File: src/rtl/mfo_pkg.sv
package mfo_pkg;
  typedef enum logic [1:0] {
    SRC_TABLE = 2'b00,
    SRC_EXT   = 2'b01,
    SRC_RX    = 2'b10,
    SRC_NONE  = 2'b11
  } src_e;

  localparam logic REG_PTR  = 1'b0;
  localparam logic REG_DATA = 1'b1;
endpackage

File: src/rtl/mfo_ptr.sv
module mfo_ptr #(
  parameter int AW = 7
) (
  input  logic          clk,
  input  logic          rst,
  input  logic          ld,
  input  logic [AW-1:0] ld_val,
  input  logic          step,
  output logic [AW-1:0] ptr
);
  always_ff @(posedge clk) begin
    if (rst)       ptr <= '0;
    else if (ld)   ptr <= ld_val;
    else if (step) ptr <= ptr + 1'b1;
  end
endmodule

File: src/rtl/mfo_ram.sv
module mfo_ram #(
  parameter int DATA_W = 16,
  parameter int DEPTH  = 128,
  parameter int AW     = $clog2(DEPTH)
) (
  input  logic              clk,
  input  logic              a_we,
  input  logic              a_re,
  input  logic [AW-1:0]     a_addr,
  input  logic [DATA_W-1:0] a_wdata,
  output logic [DATA_W-1:0] a_rdata,
  input  logic [AW-1:0]     b_addr,
  output logic [DATA_W-1:0] b_rdata
);
  logic [DATA_W-1:0] mem [DEPTH];

  always_ff @(posedge clk) begin
    if (a_we) mem[a_addr] <= a_wdata;
    if (a_re) a_rdata <= mem[a_addr];
    b_rdata <= mem[b_addr];
  end
endmodule

File: src/rtl/mfo_out.sv
module mfo_out #(
  parameter int BYTE_W = 8,
  parameter int DATA_W = 16,
  parameter int AW     = 7,
  localparam int LANES = DATA_W / BYTE_W,
  localparam int LW    = $clog2(LANES),
  localparam int IDX_W = AW + LW
) (
  input  logic              clk,
  input  logic              rst,
  input  logic              fs,
  input  logic [1:0]        sel,
  input  logic [BYTE_W-1:0] ext_byte,
  input  logic [BYTE_W-1:0] rx_byte,
  input  logic [DATA_W-1:0] word,
  output logic [AW-1:0]     word_addr,
  output logic [IDX_W-1:0]  idx,
  output logic [BYTE_W-1:0] oh_byte
);
  import mfo_pkg::*;

  logic [BYTE_W-1:0] lane_byte [LANES];
  logic [LW-1:0]     lane;
  logic [BYTE_W-1:0] tbl_byte;
  logic [BYTE_W-1:0] nxt_byte;

  for (genvar g = 0; g < LANES; g++) begin : g_lane
    assign lane_byte[g] = word[DATA_W-1-g*BYTE_W -: BYTE_W];
  end

  assign lane      = idx[LW-1:0];
  assign word_addr = idx[IDX_W-1:LW];
  assign tbl_byte  = lane_byte[lane];

  always_comb begin
    unique case (src_e'(sel))
      SRC_TABLE: nxt_byte = tbl_byte;
      SRC_EXT:   nxt_byte = ext_byte;
      SRC_RX:    nxt_byte = rx_byte;
      default:   nxt_byte = '0;
    endcase
  end

  always_ff @(posedge clk) begin
    if (rst) begin
      idx     <= '0;
      oh_byte <= '0;
    end else if (fs) begin
      idx     <= idx + 1'b1;
      oh_byte <= nxt_byte;
    end
  end

  AST_OUT_HOLD: assert property (@(posedge clk) disable iff (rst)
    !fs |=> $stable(oh_byte));
  AST_IDX_STEP: assert property (@(posedge clk) disable iff (rst)
    fs |=> idx == $past(idx) + 1'b1);
  AST_EXT_PASS: assert property (@(posedge clk) disable iff (rst)
    (fs && sel == 2'b01) |=> oh_byte == $past(ext_byte));
  AST_RX_PASS: assert property (@(posedge clk) disable iff (rst)
    (fs && sel == 2'b10) |=> oh_byte == $past(rx_byte));
  AST_RSVD_ZERO: assert property (@(posedge clk) disable iff (rst)
    (fs && sel == 2'b11) |=> oh_byte == '0);
endmodule

File: src/rtl/mfo_byte_gen.sv
module mfo_byte_gen #(
  parameter int DATA_W = 16,
  parameter int DEPTH  = 128,
  parameter int BYTE_W = 8,
  localparam int AW    = $clog2(DEPTH),
  localparam int IDX_W = AW + $clog2(DATA_W / BYTE_W)
) (
  input  logic              clk,
  input  logic              rst,
  input  logic              cpu_addr,
  input  logic              cpu_wr,
  input  logic              cpu_rd,
  input  logic [DATA_W-1:0] cpu_wdata,
  output logic [DATA_W-1:0] cpu_rdata,
  input  logic [1:0]        src_sel,
  input  logic              frame_start,
  input  logic [BYTE_W-1:0] ext_byte,
  input  logic [BYTE_W-1:0] rx_byte,
  output logic [IDX_W-1:0]  byte_idx,
  output logic [BYTE_W-1:0] oh_byte
);
  import mfo_pkg::*;

  logic              ptr_ld, data_wr, data_rd, data_acc;
  logic [AW-1:0]     ptr, word_addr;
  logic [DATA_W-1:0] ram_qa, ram_qb;
  logic              rsel_q;
  logic [AW-1:0]     ptr_snap_q;

  assign ptr_ld   = cpu_wr && (cpu_addr == REG_PTR);
  assign data_wr  = cpu_wr && (cpu_addr == REG_DATA);
  assign data_rd  = cpu_rd && !cpu_wr && (cpu_addr == REG_DATA);
  assign data_acc = data_wr || data_rd;

  mfo_ptr #(.AW(AW)) u_ptr (
    .clk(clk), .rst(rst), .ld(ptr_ld), .ld_val(cpu_wdata[AW-1:0]),
    .step(data_acc), .ptr(ptr)
  );

  mfo_ram #(.DATA_W(DATA_W), .DEPTH(DEPTH), .AW(AW)) u_ram (
    .clk(clk), .a_we(data_wr), .a_re(data_rd), .a_addr(ptr),
    .a_wdata(cpu_wdata), .a_rdata(ram_qa), .b_addr(word_addr), .b_rdata(ram_qb)
  );

  mfo_out #(.BYTE_W(BYTE_W), .DATA_W(DATA_W), .AW(AW)) u_out (
    .clk(clk), .rst(rst), .fs(frame_start), .sel(src_sel),
    .ext_byte(ext_byte), .rx_byte(rx_byte), .word(ram_qb),
    .word_addr(word_addr), .idx(byte_idx), .oh_byte(oh_byte)
  );

  always_ff @(posedge clk) begin
    if (rst) begin
      rsel_q     <= REG_PTR;
      ptr_snap_q <= '0;
    end else if (cpu_rd) begin
      rsel_q     <= cpu_addr;
      ptr_snap_q <= ptr;
    end
  end

  assign cpu_rdata = (rsel_q == REG_DATA) ? ram_qa
                                          : {{(DATA_W-AW){1'b0}}, ptr_snap_q};

  AST_PTR_STEP: assert property (@(posedge clk) disable iff (rst)
    ((cpu_wr || cpu_rd) && cpu_addr == REG_DATA) |=> ptr == $past(ptr) + 1'b1);
  AST_PTR_HOLD: assert property (@(posedge clk) disable iff (rst)
    (!cpu_wr && !(cpu_rd && cpu_addr == REG_DATA)) |=> $stable(ptr));
  AST_PTR_LOAD: assert property (@(posedge clk) disable iff (rst)
    (cpu_wr && cpu_addr == REG_PTR) |=> ptr == $past(cpu_wdata[AW-1:0]));
endmodule

File: config.mk
export PLATFORM = sky130hd
export DESIGN_NAME = mfo_byte_gen
export DESIGN_NICKNAME = d
export VERILOG_FILES = /design/src/rtl/mfo_pkg.sv /design/src/rtl/mfo_ptr.sv /design/src/rtl/mfo_ram.sv /design/src/rtl/mfo_out.sv /design/src/rtl/mfo_byte_gen.sv
export SDC_FILE = /design/constraint.sdc
export NUM_CORES = 2
export LEC_CHECK = 0
export CELL_PAD_IN_SITES_DETAIL_PLACEMENT = 1
export CELL_PAD_IN_SITES_GLOBAL_PLACEMENT = 1
export CORE_ASPECT_RATIO = 1.25
export CORE_UTILIZATION = 30
export CTS_CLUSTER_DIAMETER = 50
export DETAILED_ROUTE_END_ITERATION = 6
export HOLD_SLACK_MARGIN = 0.08
export PLACE_DENSITY = 0.44
export SYNTH_ARGS = -nofsm -noshare
export SYNTH_HDL_FRONTEND = slang
export SYNTH_SLANG_ARGS = --single-unit
File: constraint.sdc
create_clock -name clk -period 5.52 [get_ports clk]
set_input_delay 1.104 -clock clk [delete_from_list [all_inputs] [get_ports clk]]
set_output_delay 1.104 -clock clk [all_outputs]
set_load 0.02 [all_outputs]
==> results_dict.tcl <==
set metrics [dict create \
    status "complete, no violations" \
    mostFrequentLayoutCell "edfxtp_1" \
    worstHoldPathCells 2 \
    final_area_sq_mm 0.115 \
    root_buffer "clkbuf_16" \
    rsz0062_at_grt "no" \
    drv_cap 0 \
    rrSetupSlack_ps 1260 \
    setup-violations-final 0 \
    antenna_found_initial 55 \
    grtUsageTotal_pct 27.6 \
    r2r_cells 6 \
    dieArea_sq_mm 0.330 \
    yosysSeqAreaShare_pct 64.1 \
    cts_max_path_buffers 4 \
    synth_area_leaders "edfxtp_1, mux4_2, mux2i_1" \
    max_freq_ghz 0.234 \
    drtIter0Drc 8007 \
    critPathLaunchType "register" \
    vias 61836 \
    min_from "ptr_snap_q[5]$_SDFFE_PP0P_" \
    cts_resized 0 \
    ios 72 \
    drive_above_1_share_pct 35.3 \
    grt_pass1_vias 63236 \
    synth_top_flop_cell "edfxtp_1" \
    async_flop_share_pct 0 \
    ir_drop_mv 0.258 \
    gp_congestion 0.944 \
    hold-path-endpoint "ptr_snap_q[5]$_SDFFE_PP0P_" \
    critPathKind "register to register" \
    die_height_microns 642 \
    syn-instance-count 5354 \
    power_density_mw_per_mm2 354 \
    slew_viol_final 0 \
    crit_fanout 35 \
    p_leak_uw 0.0353 \
    synth_top_area_cell "edfxtp_1" \
    worst-path-buf-inv 1 \
    routed_via_density 6.03 \
    clkTransAtPathRegs_ps 60 \
    synthesis.area_sq_mm 0.0982 \
    path_cells "buf_4 -> mux4_2 -> mux2i_1 -> o221ai_1 -> o221ai_1 -> o2111ai_1" \
    post-route-util_pct 35.5 \
    coreArea_sq_mm 0.325 \
    worst_pin_slew_ps 1290 \
    required_ps 6100 \
    wl_mm 462 \
    final.setup_skew_ps 89.3 \
    slowest_delay_ps 970 \
    setup-tns-final_ps 0 \
    critPathArrivalTime_ps 4840 \
    rows 234 \
    dp_slack_ps 805 \
    grt_first_pass_wirelength_mm 611 \
    fin_cells 10263 \
    drt_pass1_iterations 5 \
    synth_edf_count 2064 \
    synth_top_area_share_pct 63.1 \
    cp_top_family "compound AO/OA/AOI/OAI gates" \
    crit_slowest_cell "dfxtp_4" \
    mostFrequentLayoutCells "edfxtp_1, mux4_2, buf_4, clkbuf_16, mux2i_1" \
    cts-hold-fix-buffers 0 \
    slew_headroom_pct 13.7 \
    synth_seq_cells 2111 \
    ant_nets 0 \
    die_x_microns 514 \
    r2r_end "u_ram.a_rdata[5]$_DFFE_PP_" \
    numCtsBuffers 282 \
    setup_slack_ps 1260 \
    dp.cells 9754 \
    dp_hpwl_mm 309 \
    yosysUniqueCellTypes 83 \
    grt_max_degree 81 \
    globalRoute.totalOverflow 0 \
    avgRoutedWirePerCell_microns 45.0 \
    layout_min_cycle_time_ps 4260 \
    cpMostUsedCell "o221ai_1" \
    area_growth_pct 17.5 \
    worstReg2RegStart "u_ptr.ptr[2]$_SDFFE_PP0P_" \
    final_nets 5714 \
    hp-class "register to register" \
    postCtsSetupBuffers 0 \
    period_share_pct 77.3 \
    portBuffers 71 \
    cts_tree "yes" \
    post_dp_cell_area_sq_mm 0.106 \
    yosysWarningCount 0 \
    finalHoldViolations 0 \
    synth_nets 5396 \
    initial_core_util_pct 30.2 \
    cts_sinks 2111 \
    clk_latency_ps 910 \
    end_kind "register" \
    h-tree-depth 5 \
    synth_area_per_cell_sq_um 18.3 \
    drc 0 \
]
[area by class of cell]
type	count	area (sq um)
fill	31987	210000
sequential	2111	63000
multi-input combinational	2758	33200
clock buffer	332	7480
tap	4366	5460
timing repair buffer	510	4620
clock inverter	158	1630
inverter	9	52.6
antenna	19	47.5
[cell families (layout without fill, tap and decap cells)]
group / Yosys count / count (layout) / synth area share [%]
DFF: 2111 / 2111 / 64.1
muxes: 1233 / 1233 / 23.4
xor gates and xnor gates: 9 / 9 / 0.0803
adders and majority gates: 2 / 2 / 0.0255
and+or+nand+nor: 573 / 573 / 2.57
buffers and inverters: 485 / 1009 / 2.65
AOI/OAI and AO/OA: 941 / 941 / 7.22
other: 0 / 19 / 0
[per-stage QoR]
| stage | hold WS [ps] | total power, uW |
|---|---|---|
| after floorplan | 456 | 20300 |
| after CTS | 496 | 41100 |
| final | 494 | 40800 |
| after detailed placement | 484 | 22700 |
| after global routing | 545 | 41700 |
| after global placement | 469 | 22700 |
[sequential cells by signal (all words and copies together), names as in the netlist]
signal and count:
u_ram.a_rdata 16, u_ram.b_rdata 16, rsel_q 1, u_ptr.ptr 7, u_ram.mem 2048, u_out.oh_byte 8, ptr_snap_q 7, u_out.idx 8
[worst register-to-register path, stage by stage (launching register included)]
cell and delay, ps:
dfxtp_4 970, buf_4 700, mux4_2 440, mux2i_1 510, o221ai_1 270, o221ai_1 840
o2111ai_1 220
[cell usage after synthesis, drive strengths merged (9+ instances only)]
master	number
a211oi	31
a21oi	115
a221o	28
a221oi	228
a22o	17
a22oi	151
a311oi	9
a31oi	15
and2	15
and3	10
buf	305
clkbuf	171
dfxtp	47
edfxtp	2064
mux2	173
mux2i	228
mux4	832
nand2	187
nand2b	18
nand3	27
nand4	9
nor2	238
nor2b	19
nor3	16
o211ai	26
o21ai	82
o221ai	61
o22ai	78
o2bb2ai	20
[worst max-delay path by stage]
stage                              start                     endpoint  slack [ps]  depth (start not counted)
2_1_floorplan                     cpu_wr   u_ram.mem[75][0]$_DFFE_PP_        2190                          4
5_1_grt        u_ptr.ptr[2]$_SDFFE_PP0P_   u_ram.a_rdata[0]$_DFFE_PP_        1170                          7
3_5_place_dp                    cpu_addr  u_ram.mem[24][14]$_DFFE_PP_         810                          7
3_3_place_gp                    cpu_addr   u_ram.mem[56][8]$_DFFE_PP_         780                          7
4_1_cts        u_out.idx[1]$_SDFFE_PP0P_                  byte_idx[1]        1200                          3
6_report       u_ptr.ptr[2]$_SDFFE_PP0P_   u_ram.a_rdata[5]$_DFFE_PP_        1260                          6
[power by group]
part | internal, uW | switching (uW)
registers | 17700 | 119
logic | 1530 | 3080
clock network | 11000 | 7440
[metal layers]
metal / up-vias / GRT usage (%) / wire length [microns]
li1: 23736 / - / -
met1: 34487 / 35.0 / 183000
met2: 2849 / 44.4 / 218000
met3: 748 / 5.10 / 31400
met4: 16 / 14.9 / 29100
met5: - / 0 / 107
Note: power is estimated with default switching activity, not from simulation.
